==> src/rtl/l2_learn_fwd.sv <==
module l2_learn_fwd #(
  parameter int NPORTS  = 4,
  parameter int ENTRIES = 8,
  parameter int AW      = 48
) (
  input  logic              clk,
  input  logic              rst_n,
  input  logic              flush,
  input  logic              req_valid,
  input  logic [AW-1:0]     req_sa,
  input  logic [AW-1:0]     req_da,
  input  logic [$clog2(NPORTS)-1:0] req_port,
  output logic              busy,
  output logic              res_valid,
  output logic [NPORTS-1:0] res_mask
);
  localparam int PW = $clog2(NPORTS);
  localparam int IW = (ENTRIES > 1) ? $clog2(ENTRIES) : 1;

  logic [AW-1:0]     tab_mac  [ENTRIES];
  logic [PW-1:0]     tab_port [ENTRIES];
  logic [ENTRIES-1:0] tab_vld;

  logic              pend;
  logic [AW-1:0]     p_sa, p_da;
  logic [PW-1:0]     p_port;
  logic [IW-1:0]     victim;

  logic [ENTRIES-1:0] sa_hit, da_hit;
  logic [IW-1:0]     sa_idx, free_idx, wr_idx;
  logic [PW-1:0]     da_port;
  logic              have_free, learn;
  logic [NPORTS-1:0] others, decision;

  for (genvar i = 0; i < ENTRIES; i++) begin : g_cmp
    assign sa_hit[i] = tab_vld[i] && (tab_mac[i] == p_sa);
    assign da_hit[i] = tab_vld[i] && (tab_mac[i] == p_da);
  end

  always_comb begin
    sa_idx    = '0;
    free_idx  = '0;
    da_port   = '0;
    have_free = 1'b0;
    for (int i = ENTRIES - 1; i >= 0; i--) begin
      if (sa_hit[i]) sa_idx = IW'(i);
      if (!tab_vld[i]) begin
        free_idx  = IW'(i);
        have_free = 1'b1;
      end
    end
    for (int i = 0; i < ENTRIES; i++)
      if (da_hit[i]) da_port = da_port | tab_port[i];
  end

  assign others = {NPORTS{1'b1}} & ~(NPORTS'(1) << p_port);

  always_comb begin
    if (p_da[AW-1] || !(|da_hit)) decision = others;
    else if (da_port == p_port)   decision = '0;
    else                          decision = NPORTS'(1) << da_port;
  end

  assign learn  = pend && !flush;
  assign wr_idx = (|sa_hit) ? sa_idx : (have_free ? free_idx : victim);
  assign busy   = pend;

  always_ff @(posedge clk) begin
    if (!rst_n) begin
      pend      <= 1'b0;
      res_valid <= 1'b0;
      res_mask  <= '0;
      tab_vld   <= '0;
      victim    <= '0;
    end else begin
      pend      <= req_valid && !pend;
      res_valid <= pend;
      res_mask  <= pend ? decision : '0;
      if (flush) tab_vld <= '0;
      else if (learn) tab_vld[wr_idx] <= 1'b1;
      if (learn && !(|sa_hit) && !have_free)
        victim <= (victim == IW'(ENTRIES - 1)) ? '0 : victim + 1'b1;
    end
  end

  always_ff @(posedge clk) begin
    if (req_valid && !pend) begin
      p_sa   <= req_sa;
      p_da   <= req_da;
      p_port <= req_port;
    end
    if (learn) begin
      tab_mac[wr_idx]  <= p_sa;
      tab_port[wr_idx] <= p_port;
    end
  end
endmodule


==> config.mk <==
export PLATFORM = sky130hd
export DESIGN_NAME = l2_learn_fwd
export DESIGN_NICKNAME = d
export VERILOG_FILES = /design/src/rtl/l2_learn_fwd.sv
export SDC_FILE = /design/constraint.sdc
export NUM_CORES = 1
export LEC_CHECK = 0
export BUFFER_PORTS_ARGS = -buffer_cell sky130_fd_sc_hd__buf_2
export CORE_ASPECT_RATIO = 2
export CORE_UTILIZATION = 40
export DETAILED_ROUTE_END_ITERATION = 7
export PLACE_DENSITY_LB_ADDON = 0.08
export REMOVE_ABC_BUFFERS = 1
export SLEW_MARGIN = 20
export SYNTH_ARGS = -nofsm -noshare
export SYNTH_HDL_FRONTEND = slang
export SYNTH_SLANG_ARGS = --single-unit
==> constraint.sdc <==
create_clock -name clk -period 10.6 [get_ports clk]
set_input_delay 2.12 -clock clk [delete_from_list [all_inputs] [get_ports clk]]
set_output_delay 2.12 -clock clk [all_outputs]
set_load 0.02 [all_outputs]
# Yosys cells after proc, flatten, opt, wreduce, memory -nomap -nowiden
# Memory sizes are Yosys's and may differ from the RTL's.
# Cells that the tools add are included.
[op_classes] add_sub_neg=1 magnitude_cmp=2 n_eq_ne=18 n_shift=2 n_mux=41 bitwise_logic=10 reduce_logical=31
[op_table] op="$eq A48 B48 Y1" count=16
[op_table] op="$mux W3" count=19
[op_table] op="$logic_and A1 B1 Y1" count=21
[op_table] op="$mux W2" count=8
[op_table] op="$reduce_or A8 Y1" count=2
[op_table] op="$or A2 B2 Y2" count=7
[op_table] op="$mux W1" count=11
[op_table] op="$mux W4" count=2
[op_table] op="$or A8 B8 Y8" count=1
[op_table] op="$shl A1 B2 Y4 const A" count=2
[op_table] op="$logic_not A1 Y1" count=5
[op_table] op="$lt A3 B4 Y1 const B" count=1
[op_table] op="$not A4 Y4" count=1
[op_table] op="$add A3 B1 Y3 const B" count=1
[op_table] op="$demux W1 S3" count=1
[op_table] op="$eq A3 B3 Y1 const B" count=1
[op_table] op="$ge A3 B1 Y1 const B" count=1
[op_table] op="$eq A2 B2 Y1" count=1
[op_table] op="$reduce_and A2 Y1" count=1
[op_table] op="$reduce_or A2 Y1" count=1
[op_table] op="$logic_or A1 B1 Y1" count=1
[op_table] op="$not A1 Y1" count=1
[totals] ff_bits=115 mem_bits_rw=400 input_bits=102 output_inout_bits=6 n_memories=2
[memory_table] name="tab_mac" depth=8 width=48 read_ports=8 rd_ports_with_merged_regs=0 wr=1 line="20" text="logic [AW-1:0] tab_mac [ENTRIES];"
[memory_table] name="tab_port" depth=8 width=2 read_ports=8 rd_ports_with_merged_regs=0 wr=1 line="21" text="logic [PW-1:0] tab_port [ENTRIES];"

# Depth between registers and ports, before layout
# Gate-level depths: netlist of the first run.
[logic_depth] ltp_word=20 ltp_mapped=11 mapped_depth_nobuf=9

# Least setup slack after synthesis of the first run
# Ideal clock, no wire load.
[synth_timing] kind="input to register" from="input req_valid" to="register p_da[0] (enable)" setup_time_ns=0.566 arrival_ns=6.406 setup_slack_ns=3.628 stages=1 path_cell_list="nor2b_1"
[synth_via] elab_chain_len=1
[synth_rtl] element="start, declared" line="9" text="input logic req_valid,"
[synth_rtl] element="$logic_and A1 B1 Y1" line="87" text="if (req_valid && !pend) begin"
[synth_rtl] element="end signal, assigned" line="89" text="p_da <= req_da;"
[synth_rtl] element="end, declared" line="25" text="logic [AW-1:0] p_sa, p_da;"
# Every way passes these cells.
# A chain may end at the register's enable or synchronous reset.

# Worst setup path after layout of the first run
[layout_timing] from="register p_sa[19]" to="memory tab_mac[3][8] (enable)"
[layout_via] elab_chain_len=11 word_cells_on_any_way=26 classes_between="8 x eq/ne; 9 x mux; 9 x reduce/logical"
[layout_rtl] element="start, declared" line="25"
[layout_rtl] element="start signal, assigned" line="88" text="p_sa <= req_sa;"
[layout_rtl] element="$eq A48 B48 Y1" line="36" text="assign sa_hit[i] = tab_vld[i] && (tab_mac[i] == p_sa);"
[layout_rtl] element="$logic_and A1 B1 Y1" line="36"
[layout_rtl] element="$mux W3 (8 in a row)" line="46" text="if (sa_hit[i]) sa_idx = IW'(i);"
[layout_rtl] element="$mux W3 *" line="65" text="assign wr_idx = (|sa_hit) ? sa_idx : (have_free ? free_idx : victim);"
[layout_rtl] element="end, declared" line="20"
# Mark *: on every way between the ends. The rest lies on a longest branch, timed or not.

==> metrics.csv, run 1 <==
metric;value;unit
GP Congestion;1.10;
sequential share of the synthesized area;0.612;
CTS sink count;515;
post-synth cell types;66;
Yosys Warn Count;0;
Area growth syn-to-layout;14.7;%
Placement Cell Area;26800;um2
min-delay src;p_sa[32];
initial antenna violation count;8;
Lkg Pwr;9.60;nW
Die Y;355;um
CTS tree;built;
WHS;0.451;ns
top achievable clock speed;0.185;GHz
vias in the first global route;17468;
RSZ-0062 raised after global routing;no;
Total Routing Usage GR;0.411;
Largest stage delay, worst path;0.98;ns
Setup crit start kind;flop;
Slew HR;0.204;
num ports;108;
fill cell total of the finished layout;5620;
clk buf depth;3;
die width;179;um
share of layout cells above drive strength 1;0.151;
min-delay worst type;reg -> reg;
FF/Latch Area;15300;um2
CP Data Arrival Time;5.67;ns
CP Capture Type;flop;
r2r startpoint;p_sa[19];
initial cell density of the core;0.404;
routed vias;16960;
EDFF count, synth;498;
CTS Buf Count;49;
max-slew violations;0;
worst slew pin tran;1.19;ns
Layout Nets;2087;
synthesized area;25000;um2
CP dominant cell by count;nor3_1;
routed len/inst;45.2;um
critical path type;reg -> reg;
Post-DRT Antenna Nets;0;
TNS Setup;0;ns
worst-path cell chain;xnor2_1, nand2_1, a2111oi_0, nand3_1, nor3_1, nor3_1, a21boi_0, nand3b_1, nor2_4, buf_4;
#FFs+latches synth;515;
Slowest-stage cell, CP;edfxtp_1;
pin count of the biggest net entering global routing;56;
drt pass-1 iters;5;
site row count;129;
power after layout;0.00473;W
Hold Buf Count CTS;0;
Critical Path RT;10.86;ns
syn_area_per_cell;13.6;um2
Root Buffer;clkbuf_16;
final instance area;28700;um2
total wire length;127000;um
pwr dens;165;nW/um2
clock transition at the registers of the reported paths;0.07;ns
Resized cells post-CTS;0;
period utilisation layout;0.510;
vias per inst;6.03;
VDD IR max;0.179;mV
Max Cap Viol;0;
Overflow after GRT;0;
hpwl dp;92800;um
fin crit period;5.41;ns
Final Core Density;0.464;
Syn Inst Count;1832;
status;finished clean;
Async S/R FF share, synth;0;
clock latency on the worst-skew pair;0.64;ns
core area;61800;um2
Die Area;63500;um2
Layout Skew;0.0350;ns
Crit Path Max Fanout;28;
setup bufs post-CTS;0;
Iter 0 DRT Violations;1791;
main flop type after synthesis;edfxtp_1;
H-Tree Depth;2;
first-pass GRT wire length;164000;um
worst setup path start;p_sa[19];
Hold Fails Final Rpt;0;
# DRC;0;
IO buf count;107;
area occupied by multi-input gates;9150;um2
final setup fails;0;
registers in the layout, indices dropped and copies added, names as in the netlist:
name	count
tab_mac	384
p_da	48
p_sa	48
tab_port	16
tab_vld	8
res_mask	4
victim	3
p_port	2
busy	1
res_valid	1
worst max-delay path, delay by kind of cell, from the launching register on:
family	cells	cell delay [ns]
flip-flops	1	0.98
buffers and inverters	1	0.52
XOR/XNOR	1	0.19
AND/OR/NAND/NOR	6	2.40
AO/OA/AOI/OAI	2	0.90
final timing paths:
| kind | to | slack [ns] | depth (start not counted) |
|---|---|---|---|
| worst min-delay path | tab_mac[6][32] | 0.45 | 0 |
| worst min register to register | tab_mac[6][32] | 0.45 | 0 |
| worst max-delay path | tab_mac[3][8] | 5.19 | 10 |
| worst max register to register | tab_mac[3][8] | 5.19 | 10 |
per-layer routing:
metal	part of all wire	track usage	vias up	routed length (um)
met5	0.00010	0	-	13
met4	0.14	0.449	2	17200
met3	0.059	0.0777	424	7470
met2	0.49	0.683	962	62200
met1	0.32	0.404	8624	40300
li1	-	-	6948	-
stage by stage:
step / cells / setup WS [ns]
6_report: 2813 / 5.19
4_1_cts: 2808 / 5.20
2_1_floorplan: 1732 / 3.63
5_1_grt: 2809 / 5.00
3_5_place_dp: 2717 / 5.24
3_3_place_gp: 2715 / 4.49
cell usage after synthesis, types with 2 or more instances:
cell type,number,area [um2]
o211ai_1,4,30.0
buf_6,4,45.0
a222oi_1,5,50.1
nand4_1,97,607
nor2_1,24,90.1
clkbuf_2,2,10.0
and2_1,2,12.5
ha_1,2,25.0
nor3_1,15,75.1
nand4b_1,2,17.5
nand3_1,18,90.1
clkbuf_1,69,259
and4_1,4,35.0
and3_1,3,18.8
or3_1,4,25.0
o221ai_1,6,52.6
buf_1,2,7.51
a31oi_1,2,12.5
a2111o_1,2,22.5
a22oi_1,5,37.5
a22o_1,8,70.1
buf_2,20,100
xor2_1,377,3300
or4_1,4,30.0
o21ai_0,15,75.1
inv_1,66,248
a21boi_0,3,22.5
a2111oi_0,6,52.6
dfxtp_1,17,340
o2bb2ai_1,10,87.6
xnor2_1,318,2790
mux2i_1,2,20.0
nor4_1,109,682
o2111ai_1,3,26.3
a21oi_1,8,40.0
nand2b_1,4,25.0
o31ai_1,8,60.1
buf_4,2,15.0
o22ai_1,17,106
edfxtp_1,498,15000
nor2b_1,6,37.5
a221oi_1,8,70.1
nand2_1,28,105
report_power, final:
group | switching, W | internal [W]
Clock | 0.000839 | 0.00112
Combinational | 0.000321 | 0.000126
Sequential | 0.0000595 | 0.00227
Total | 0.00122 | 0.00351
cell usage in the layout (no fill, tap or decap), types with 18 or more instances in the layout:
cell type,n
buf_2,107
buf_4,92
clkbuf_16,51
edfxtp_1,498
inv_1,66
nand2_1,28
nand3_1,18
nand4_1,97
nor4_1,104
xnor2_1,315
xor2_1,373
final cells by class:
cell class,count,area share
Sequential cell,515,0.534
Multi-Input combinational cell,1151,0.319
Clock buffer,60,0.0468
Timing Repair Buffer,200,0.0433
Tap cell,786,0.0343
Clock inverter,31,0.0136
Inverter,66,0.00864
Antenna cell,4,0.000349
kinds of logic (layout without fill, tap and decap cells):
| family | Yosys count | after routing | share of synthesized area |
|---|---|---|---|
| adder cells (fa/ha/maj) | 2 | 2 | 0.00100 |
| other | 0 | 4 | 0 |
| flip-flops | 515 | 515 | 0.612 |
| AND/OR/NAND/NOR | 328 | 328 | 0.0767 |
| buffers and inverters | 166 | 357 | 0.0278 |
| multiplexers | 2 | 2 | 0.000801 |
| AO/OA/AOI/OAI | 124 | 124 | 0.0378 |
| XOR/XNOR | 695 | 695 | 0.244 |
(Power assumes the default switching activity.)
==> run 2, diff against run 1 <==
==> constraint.sdc (replaced) <==
create_clock -name clk -period 5.5 [get_ports clk]
set_input_delay 1.1 -clock clk [delete_from_list [all_inputs] [get_ports clk]]
set_output_delay 1.1 -clock clk [all_outputs]
set_load 0.02 [all_outputs]
==> run 2 against run 1 <==
Compared with the run above:
- via count is 2.8% higher
- sequential power increased by 97%
- core utilization grew 0.77 points
- combinational power is 76% higher
- critical path type unchanged
- worst hold slack improved by 0.057 ns
- critical path depth increased by 2
- cell area increased by 1.7%
- critical endpoint is now tab_port[4][0]
==> metrics.csv, run 2 (synthesis gave the netlist of run 1 again) <==
metric;value;unit;change
final setup fails;0;;unchanged
hpwl dp;98300;um;was 92800 um
r2r setup slk;0.44;ns;was 5.19 ns
H-Tree Depth;2;;unchanged
routed len/inst;45.8;um;was 45.2 um
total wire length;130000;um;was 127000 um
largest reg by FF count;tab_mac;;unchanged
P_sw;0.00238;W;was 0.00122 W
area occupied by multi-input gates;9140;um2;was 9150 um2
Slew HR;0.161;;was 0.204
GP Congestion;1.09;;was 1.10
CP delay by family, top;simple AND/OR/NAND/NOR gates;;unchanged
Overflow after GRT;0;;unchanged
Crit Path Max Fanout;38;;was 28
critical path type;reg -> reg;;unchanged
fin crit period;5.06;ns;was 5.41 ns
core area;61800;um2;unchanged
initial cell density of the core;0.404;;unchanged
internal cell power;0.00684;W;was 0.00351 W
clk buf depth;3;;unchanged
Layout Skew;0.0347;ns;was 0.0350 ns
max-slew violations;0;;unchanged
Layout Nets;2128;;was 2087
Lkg Pwr;9.84;nW;was 9.60 nW
routed vias;17441;;was 16960
Largest stage delay, worst path;0.81;ns;was 0.98 ns
TNS Setup;0;ns;unchanged
final setup margin;0.443;ns;was 5.19 ns
CTS tree;built;;unchanged
CP Data Arrival Time;5.39;ns;was 5.67 ns
FF/Latch Area;15300;um2;unchanged
Post-DRT Antenna Nets;0;;unchanged
IO buf count;107;;unchanged
RSZ-0062 raised after global routing;no;;unchanged
Setup crit start kind;flop;;unchanged
worst-path cell chain;inv_1, o22ai_1, a2111oi_2, nand3_1, nor3_1, buf_4, and2b_2, and4_1, nand2b_1, buf_4, nor2_4, buf_12;;was xnor2_1, nand2_1, a2111oi_0, nand3_1, nor3_1, nor3_1, a21boi_0, nand3b_1, nor2_4, buf_4
Critical Path RT;5.83;ns;was 10.86 ns
setup bufs post-CTS;0;;unchanged
Root Buffer;clkbuf_16;;unchanged
period utilisation layout;0.919;;was 0.510
Slowest-stage cell, CP;a2111oi_2;;was edfxtp_1
Sw Share;0.258;;about the same
Hold Fails Final Rpt;0;;unchanged
vias in the first global route;17524;;was 17468
Iter 0 DRT Violations;1635;;was 1791
worst slew pin tran;1.25;ns;was 1.19 ns
biggest regs;tab_mac (384), p_da (48), p_sa (48);;unchanged
top achievable clock speed;0.198;GHz;was 0.185 GHz
most common cell after layout, fill and taps aside;edfxtp_1;;unchanged
Die Y;355;um;unchanged
Clock Power Share;0.416;;was 0.414
min-delay worst type;reg -> reg;;unchanged
first-pass GRT wire length;167000;um;was 164000 um
Buf/Inv on CP;4;;was 1
Resized cells post-CTS;0;;unchanged
CP Capture Type;flop;;unchanged
fill cell total of the finished layout;5524;;was 5620
status;finished clean;;unchanged
die width;179;um;unchanged
most frequent cells in the layout;498 x edfxtp_1, 373 x xor2_1, 316 x xnor2_1;;was 498 x edfxtp_1, 373 x xor2_1, 315 x xnor2_1
max FFs per register;384;;unchanged
site row count;129;;unchanged
power after layout;0.00922;W;was 0.00473 W
Area growth syn-to-layout;16.6;%;was 14.7%
CTS sink count;515;;unchanged
num ports;108;;unchanged
share of layout cells above drive strength 1;0.165;;was 0.151
clock transition at the registers of the reported paths;0.07;ns;about the same
post-placement setup slack;0.650;ns;was 5.24 ns
Max Cap Viol;0;;unchanged
initial antenna violation count;11;;was 8
Reg power frac;0.498;;was 0.492
CP dominant cell by count;buf_4;;was nor3_1
Total Routing Usage GR;0.421;;was 0.411
vias per inst;6.12;;was 6.03
Hold Buf Count CTS;0;;unchanged
Gate power share;0.086;;was 0.095
CTS Buf Count;49;;unchanged
pwr dens;316;nW/um2;was 165 nW/um2
drt pass-1 iters;7;;was 5
pin count of the biggest net entering global routing;54;;was 56
Die Area;63500;um2;unchanged
# DRC;0;;unchanged
clock latency on the worst-skew pair;0.67;ns;was 0.64 ns
VDD IR max;0.337;mV;was 0.179 mV
## run 2: per-stage QoR
step | area [um2] | utilization | hold WS (ns) | std cells
4_1_cts | 29100 | 0.470 | 0.503 | 2846
5_1_grt | 29100 | 0.471 | 0.530 | 2847
6_report | 29100 | 0.471 | 0.508 | 2851
2_1_floorplan | 24500 | - | 0.467 | 1732
3_3_place_gp | 27300 | 0.441 | 0.494 | 2756
3_5_place_dp | 27300 | 0.442 | 0.473 | 2758
## run 2: power groups by stage
stage,logic [W],clock network (W),registers (W)
after floorplan,0.000269,0,0.00461
after detailed placement,0.000756,0,0.00467
after global placement,0.000750,0,0.00467
after global routing,0.000796,0.00400,0.00458
after CTS,0.000758,0.00387,0.00458
final,0.000788,0.00383,0.00459
## run 2: layout make-up
class / instances / share of cell area
inverters: 66 / 0.00850
repair buffers: 241 / 0.0594
multi-input cells: 1151 / 0.314
clock inverters: 30 / 0.0145
diodes: 4 / 0.000344
well taps: 786 / 0.0338
clock buffers: 58 / 0.0447
flip-flops and latches: 515 / 0.525
## run 2: final timing paths
| path | endpoint | cells after the start | from |
|---|---|---|---|
| worst max-delay path | tab_port[4][0] | 12 | p_sa[31] |
| worst min-delay path | tab_mac[0][11] | 0 | p_sa[11] |
| worst max register to register | tab_port[4][0] | 12 | p_sa[31] |
| worst min register to register | tab_mac[0][11] | 0 | p_sa[11] |
## run 2: metal layers
layer  global-route usage  wire length (um)  up-vias
li1                     -                 -     7031
met1                0.421             41500     8883
met2                0.691             62800     1075
met3               0.0954              8750      444
met4                0.437             17300        8
met5                    0                56        -
